## src/rtl/evtrk_pkg.sv

```systemverilog
package evtrk_pkg;

  // Kind of skew reported by the interrupt record
  typedef enum logic {SKEW_LATE = 1'b0, SKEW_EARLY = 1'b1} skew_e;

  // Distance from base to id, modulo 2^w
  function automatic logic [31:0] id_offset(input logic [31:0] id,
                                            input logic [31:0] base,
                                            input int unsigned w);
    logic [31:0] msk;
    msk = (w >= 32) ? 32'hFFFF_FFFF : ((32'd1 << w) - 32'd1);
    return (id - base) & msk;
  endfunction

  // True when a modulo offset lies in the upper (behind) half
  function automatic logic is_behind(input logic [31:0] off,
                                     input int unsigned w);
    return off[w-1];
  endfunction

endpackage

```

## src/rtl/evtrk_classify.sv

```systemverilog
module evtrk_classify
  import evtrk_pkg::*;
#(
  parameter int NSRC = 18,
  parameter int WIN  = 16,
  parameter int IDW  = 12,
  parameter int SW   = 5,
  parameter int PW   = 4
) (
  input  logic           trl_go,
  input  logic [SW-1:0]  trl_src,
  input  logic [IDW-1:0] trl_id,
  input  logic [IDW-1:0] exp_id,
  input  logic           retire,
  output logic           early,
  output logic           late,
  output logic           record,
  output logic [PW-1:0]  phys
);
  logic [IDW-1:0] off;
  logic           src_ok, behind, inwin, zero_clash;

  assign off        = IDW'(id_offset(32'(trl_id), 32'(exp_id), IDW));
  assign src_ok     = trl_go && (32'(trl_src) < NSRC);
  assign behind     = is_behind(32'(off), IDW);
  assign inwin      = !behind && (32'(off) < WIN);
  assign zero_clash = retire && (off == '0);

  assign late   = src_ok && (behind || zero_clash);
  assign early  = src_ok && !behind && !inwin;
  assign record = src_ok && inwin && !zero_clash;
  assign phys   = trl_id[PW-1:0];
endmodule

```

## src/rtl/evtrk_matrix.sv

```systemverilog
module evtrk_matrix #(
  parameter int NSRC = 18,
  parameter int WIN  = 16,
  parameter int SW   = 5,
  parameter int PW   = 4
) (
  input  logic            clk,
  input  logic            rst_n,
  input  logic            clear_all,
  input  logic            set_en,
  input  logic [PW-1:0]   set_phys,
  input  logic [SW-1:0]   set_src,
  input  logic            rowclr_en,
  input  logic [PW-1:0]   rowclr_phys,
  input  logic            colclr_en,
  input  logic [SW-1:0]   colclr_src,
  input  logic [NSRC-1:0] src_en,
  input  logic [PW-1:0]   base_phys,
  output logic [WIN-1:0]  row_done
);
  // Rows are held at physical slot id mod WIN; no shifting on advance
  logic [NSRC-1:0] bits [WIN];
  logic [NSRC-1:0] nxt  [WIN];
  logic [NSRC-1:0] sel_set, sel_clr;

  assign sel_set = NSRC'(1) << set_src;
  assign sel_clr = NSRC'(1) << colclr_src;

  always_comb begin
    for (int p = 0; p < WIN; p++) begin
      nxt[p] = bits[p];
      if (rowclr_en && rowclr_phys == PW'(p)) nxt[p] = '0;
      if (set_en && set_phys == PW'(p))       nxt[p] = nxt[p] | sel_set;
      if (colclr_en)                          nxt[p] = nxt[p] & ~sel_clr;
    end
  end

  always_ff @(posedge clk or negedge rst_n) begin
    if (!rst_n) begin
      for (int p = 0; p < WIN; p++) bits[p] <= '0;
    end else begin
      for (int p = 0; p < WIN; p++) bits[p] <= clear_all ? '0 : nxt[p];
    end
  end

  // Completion by logical offset from the expected event
  always_comb begin
    for (int r = 0; r < WIN; r++) begin
      logic [PW-1:0] ph;
      ph          = base_phys + PW'(r);
      row_done[r] = &(bits[ph] | ~src_en);
    end
  end
endmodule

```

## src/rtl/evtrk_fifo.sv

```systemverilog
module evtrk_fifo #(
  parameter int W     = 13,
  parameter int DEPTH = 128,
  parameter int CW    = 8
) (
  input  logic          clk,
  input  logic          rst_n,
  input  logic          push,
  input  logic [W-1:0]  din,
  input  logic          pop,
  output logic [W-1:0]  dout,
  output logic          valid,
  output logic          full,
  output logic          push_ok,
  output logic [CW-1:0] level
);
  localparam int AW = (DEPTH > 1) ? $clog2(DEPTH) : 1;

  logic [W-1:0]  mem [DEPTH];
  logic [AW-1:0] wp, rp;
  logic          pop_ok;

  assign full    = (level == CW'(DEPTH));
  assign valid   = (level != '0);
  assign push_ok = push && !full;
  assign pop_ok  = pop && valid;
  assign dout    = mem[rp];

  always_ff @(posedge clk) begin
    if (push_ok) mem[wp] <= din;
  end

  always_ff @(posedge clk or negedge rst_n) begin
    if (!rst_n) begin
      wp    <= '0;
      rp    <= '0;
      level <= '0;
    end else begin
      if (push_ok) wp <= wp + 1'b1;
      if (pop_ok)  rp <= rp + 1'b1;
      level <= level + CW'(push_ok) - CW'(pop_ok);
    end
  end
endmodule

```

## src/rtl/evt_tracker.sv

```systemverilog
module evt_tracker
  import evtrk_pkg::*;
#(
  parameter int NSRC  = 18,
  parameter int WIN   = 16,
  parameter int IDW   = 12,
  parameter int DEPTH = 128,
  localparam int SW   = (NSRC > 1) ? $clog2(NSRC) : 1
) (
  input  logic            clk,
  input  logic            rst_n,
  input  logic            trl_valid,
  input  logic [SW-1:0]   trl_src,
  input  logic [IDW-1:0]  trl_id,
  input  logic            ld_valid,
  input  logic [IDW-1:0]  ld_id,
  input  logic            resync_valid,
  input  logic [SW-1:0]   resync_src,
  input  logic [NSRC-1:0] src_en,
  input  logic            irq_ack,
  input  logic            out_rd,
  output logic [IDW-1:0]  exp_id,
  output logic            out_valid,
  output logic [IDW-1:0]  out_id,
  output logic            out_forced,
  output logic            fifo_full,
  output logic            fifo_fatal,
  output logic            irq_pend,
  output logic            irq_early,
  output logic            irq_ovr,
  output logic [SW-1:0]   irq_src,
  output logic [IDW-1:0]  irq_id
);
  localparam int PW = $clog2(WIN);
  localparam int CW = $clog2(DEPTH + 1);

  // Named internal events for the checker
  logic [WIN-1:0] row_done;
  logic           adv_base, adv, early_evt, late_evt, rec_evt;
  logic           trl_go, rsy_go, push_ok;
  logic [PW-1:0]  rec_phys;
  logic [CW-1:0]  fifo_level;
  logic [IDW:0]   head;
  skew_e          kind;

  assign trl_go   = trl_valid && !ld_valid;
  assign rsy_go   = resync_valid && !ld_valid;
  assign adv_base = |row_done;
  assign adv      = !ld_valid && (adv_base || early_evt);
  assign kind     = early_evt ? SKEW_EARLY : SKEW_LATE;

  evtrk_classify #(.NSRC(NSRC), .WIN(WIN), .IDW(IDW), .SW(SW), .PW(PW)) u_cls (
    .trl_go (trl_go),
    .trl_src(trl_src),
    .trl_id (trl_id),
    .exp_id (exp_id),
    .retire (adv_base),
    .early  (early_evt),
    .late   (late_evt),
    .record (rec_evt),
    .phys   (rec_phys)
  );

  evtrk_matrix #(.NSRC(NSRC), .WIN(WIN), .SW(SW), .PW(PW)) u_mat (
    .clk        (clk),
    .rst_n      (rst_n),
    .clear_all  (ld_valid),
    .set_en     (rec_evt),
    .set_phys   (rec_phys),
    .set_src    (trl_src),
    .rowclr_en  (adv),
    .rowclr_phys(exp_id[PW-1:0]),
    .colclr_en  (rsy_go),
    .colclr_src (resync_src),
    .src_en     (src_en),
    .base_phys  (exp_id[PW-1:0]),
    .row_done   (row_done)
  );

  evtrk_fifo #(.W(IDW + 1), .DEPTH(DEPTH), .CW(CW)) u_fifo (
    .clk    (clk),
    .rst_n  (rst_n),
    .push   (adv),
    .din    ({!row_done[0], exp_id}),
    .pop    (out_rd),
    .dout   (head),
    .valid  (out_valid),
    .full   (fifo_full),
    .push_ok(push_ok),
    .level  (fifo_level)
  );

  assign out_forced = head[IDW];
  assign out_id     = head[IDW-1:0];

  always_ff @(posedge clk or negedge rst_n) begin
    if (!rst_n) begin
      exp_id     <= '0;
      fifo_fatal <= 1'b0;
    end else begin
      if (ld_valid) exp_id <= ld_id;
      else if (adv) exp_id <= exp_id + 1'b1;
      if (adv && !push_ok) fifo_fatal <= 1'b1;
    end
  end

  always_ff @(posedge clk or negedge rst_n) begin
    if (!rst_n) begin
      irq_pend  <= 1'b0;
      irq_ovr   <= 1'b0;
      irq_early <= 1'b0;
      irq_src   <= '0;
      irq_id    <= '0;
    end else begin
      logic pend_n, ovr_n;
      pend_n = irq_ack ? 1'b0 : irq_pend;
      ovr_n  = irq_ack ? 1'b0 : irq_ovr;
      if (early_evt || late_evt) begin
        if (pend_n) begin
          ovr_n = 1'b1;
        end else begin
          pend_n = 1'b1;
          irq_early <= (kind == SKEW_EARLY);
          irq_src   <= trl_src;
          irq_id    <= trl_id;
        end
      end
      irq_pend <= pend_n;
      irq_ovr  <= ovr_n;
    end
  end
endmodule

```

## config.mk

```make
export PLATFORM = sky130hd
export DESIGN_NAME = evt_tracker
export DESIGN_NICKNAME = d
export VERILOG_FILES = /design/src/rtl/evtrk_pkg.sv /design/src/rtl/evtrk_classify.sv /design/src/rtl/evtrk_matrix.sv /design/src/rtl/evtrk_fifo.sv /design/src/rtl/evt_tracker.sv
export SDC_FILE = /design/constraint.sdc
export NUM_CORES = 2
export LEC_CHECK = 0
export ABC_AREA = 1
export BUFFER_PORTS_ARGS = -buffer_cell sky130_fd_sc_hd__buf_2
export CAP_MARGIN = 20
export CORE_ASPECT_RATIO = 0.9
export CORE_MARGIN = 4
export CORE_UTILIZATION = 35
export CTS_CLUSTER_SIZE = 40
export DETAILED_ROUTE_END_ITERATION = 12
export PLACE_DENSITY = 0.6
export RECOVER_POWER = 50
export SYNTH_ARGS = -nofsm -noshare
export SYNTH_HDL_FRONTEND = slang
export SYNTH_HIERARCHICAL = 1
export SYNTH_SLANG_ARGS = --single-unit
```

## constraint.sdc

```tcl
create_clock -name clk -period 12.5 [get_ports clk]
set_input_delay 0 -clock clk [delete_from_list [all_inputs] [get_ports clk]]
set_output_delay 0 -clock clk [all_outputs]
set_load 0.01 [all_outputs]
```

==> results_dict.tcl <==
set metrics [dict create \
    status "complete, but fails checks" \
    violations "max-capacitance violations, max-slew violations" \
    grt_max_degree 198 \
    drtAntennaViolNets 0 \
    worstHoldPathType "input port to register" \
    area_growth_pct 12.0 \
    min_period_over_period_pct 80.6 \
    grt_pass1_wl_um 520000 \
    tritoncts "built" \
    multiInputGateArea_um2 36700 \
    clock-sinks 2007 \
    final.setup_skew_ns 0.0949 \
    critPathMaxStageDelay_ns 2.51 \
    netlist_area_um2 102000 \
    h-tree-depth 4 \
    grt.busiest_layer "met2" \
    cp-end-kind "register" \
    track_usage_pct 22.9 \
    drv_slew 2203 \
    fill_cells 28900 \
    clock_path_buffers 4 \
    worstSetupPathDepth 14 \
    synth.avg_cell_area_um2 8.46 \
    synthCells 12000 \
    arrival_ns 10.51 \
    root_buffer "clkbuf_16" \
    rsz0062_at_grt "false" \
    ys.flop_type "edfxtp_1" \
    finalSetupTns_ns 0 \
    ir_drop_v 0.000226 \
    worst_path_max_delay_cell "clkinvlp_2" \
    clk_pin_slew_ns 0.06 \
    final_cell_area_um2 114000 \
    drt_first_pass_iters 8 \
    p_leak_nw 46.2 \
    use_met3_pct 4.99 \
    dr_total_vias 85700 \
    fmax_ghz 0.0993 \
    synth_nets 12100 \
    start_util_pct 35.2 \
    met1_usage_pct 33.3 \
    relSlewSlack_pct -463 \
    setup_violations 0 \
    rows 187 \
    drtIter0Drc 11700 \
    gp_congestion 0.988 \
    synth_warnings 6 \
    grt_overflow 0 \
    worst-slew-pin-transition_ns 8.45 \
    hold_ws_ns 0.0573 \
    fp.dieH_um 519 \
    reg2reg_depth 14 \
    crit_buf_inv 4 \
    die_area_um2 299000 \
    pin_count 107 \
    synth-seq-area-share_pct 57.6 \
    cts_buffers 219 \
    fp.dieW_um 576 \
    post_cts_buffers 0 \
    detail_route.wl_per_cell_um 22.2 \
    crit_path_max_fanout 67 \
    crit_family "buffers and inverters" \
    antenna_found_initial 17 \
    gr-usage-met2_pct 33.5 \
    drive_gt1_share_pct 6.25 \
    drv_cap 35 \
    min_path_cells 3 \
    numPortBuffers 106 \
    async_reset_ff_share_pct 17.1 \
    place_hpwl_um 220000 \
    hold_violations 0 \
    worstPathRequired_ns 12.94 \
    via_per_inst 5.35 \
    drc_errors 0 \
    synth.top_cell.area_share_pct 49.2 \
    drt_wl_total_um 355000 \
    worstSetupStartpointType "register" \
    dpl_cell_area_um2 106000 \
    synth_edf_count 1664 \
    synth_area_leaders "edfxtp_1 49%, nand2_1 15%, nand3_1 11%, dfrtp_1 8.4%, nor2_1 4.3%" \
    num-nets-final 12100 \
    synth_top_area_cell "edfxtp_1" \
    crit_type "register to register" \
    synth-seq-cells 2007 \
    final_util_pct 39.4 \
    ys_types 50 \
    clk_latency_ns 0.91 \
    post-route-min-period_ns 10.07 \
    path_cells "clkbuf_1 > buf_4 > nand2_1 > nand3_1 > nand3_1 > nand2_1 > nand2_1 > nand3_1 > nand2_1 > nor2_1 > nand3_1 > nor2_1 > clkinvlp_2 > buf_4" \
    regArea_um2 58600 \
    grt_pass1_vias 77300 \
    pwr_density_cell_nw_per_um2 208 \
    core_um2 289000 \
]
-- routing by layer --
metal  up-vias  share of wire, %
met4         2               3.5
met1     41100                43
met3       620                11
met2      4372                43
li1      39600                 -
met5         -            0.0037
-- metrics by stage --
step                setup slack (ns)  std cells  total power [W]
floorplan                       5.53      12000           0.0139
global placement                4.36      15500           0.0171
detailed placement              4.32      15500           0.0171
CTS                             4.25      15900           0.0235
global route                    1.91      16000           0.0249
finish                          2.43      16000           0.0237
-- Yosys cell counts, types with 3 or more instances --
master,instances
nand2_1,4038
xor2_1,19
nand2_2,6
clkbuf_1,367
o21ai_2,3
nor3_2,3
ha_1,34
nor2_2,6
o21ai_0,523
mux2_2,9
o211ai_1,14
buf_6,26
or2_2,13
buf_4,33
buf_2,181
edfxtp_1,1664
xor2_2,4
dfrtp_1,343
clkinv_1,10
nor3_1,19
o22ai_1,12
mux2_4,8
a22oi_1,25
o21ai_1,28
nor2_1,1159
buf_1,125
nand3_1,2166
inv_1,844
inv_2,16
a21oi_1,278
nand4_1,13
and3_1,4
-- registers in the layout (all words and copies together), names as in the netlist --
name and flops:
irq_id 12, irq_ovr 1, irq_early 1, u_fifo/level 8, u_fifo/wp 7, irq_pend 1
u_mat/bits 288, irq_src 5, u_fifo/rp 7, exp_id 12, u_fifo/mem 1664, fifo_fatal 1
-- cells in the final DEF, fill, tap and decap left out, types with 9 or more instances in the layout --
master,n
xor2_1,19
dlygate4sd3_1,71
ha_1,32
dfrtp_1,338
o21ai_2,10
o22ai_1,12
o21ai_0,523
nor2_1,1134
o21ai_1,21
buf_4,205
buf_2,70
o211ai_1,14
a22oi_1,25
clkbuf_16,221
edfxtp_1,1664
nor3_1,16
nand3_1,2163
inv_1,841
buf_6,24
bufinv_16,18
nand4_1,13
clkbuf_1,108
inv_2,14
clkinv_2,33
nand2_2,11
clkinv_1,41
nor2_2,29
mux2_2,9
nand2_1,4033
a21oi_1,278
or2_2,13
diode_2,14
-- cell families after synthesis --
logic type / after synthesis / share of synthesized area [%]
adder cells (fa/ha/maj): 36 / 0.458
flip-flops: 2007 / 57.6
buffers and inverters: 1606 / 6.51
AO/OA/AOI/OAI: 892 / 4.56
XOR/XNOR: 29 / 0.331
multiplexers: 17 / 0.218
AND/OR/NAND/NOR: 7434 / 30.3
-- report_power, final --
part / internal [W] / switching [W]
combinational: 0.00240 / 0.00710
sequential: 0.00759 / 0.000232
clock: 0.00365 / 0.00271
total: 0.0136 / 0.0100
-- worst paths after layout --
kind	start	to	slack, ns
worst max-delay path	exp_id[0]	u_fifo/mem[55][12]	2.43
worst min register to register	irq_ovr	irq_ovr	0.49
min in group asynchronous	rst_n	u_mat/bits[146]	1.77
worst min-delay path	trl_id[1]	irq_id[1]	0.06
worst max register to register	exp_id[0]	u_fifo/mem[55][12]	2.43
max in group asynchronous	rst_n	u_mat/bits[208]	3.55
-- worst reg2reg max path, cell delays in order (launching register included) --
cell and delay, ns:
dfrtp_1 1.27, clkbuf_1 2.05, buf_4 0.80, nand2_1 0.20, nand3_1 0.14, nand3_1 0.10, nand2_1 0.17, nand2_1 0.08
nand3_1 0.15, nand2_1 0.13, nor2_1 0.12, nand3_1 0.11, nor2_1 0.51, clkinvlp_2 2.51, buf_4 1.32
-- cell type report --
class / count / share of cell area, %
inverter: 871 / 2.91
timing repair buffer: 451 / 3.00
antenna: 14 / 0.0308
clock buffer: 272 / 5.10
clock inverter: 108 / 0.956
multi-input combinational: 8408 / 32.3
sequential: 2007 / 51.5
tap: 3874 / 4.26
-- timing repair --
item                      4_1_cts  5_1_grt
gates resized for setup         0        0
hold buffers                   72        0
hold endpoints to repair      462        0
Note: power is estimated with default switching activity, not from simulation.
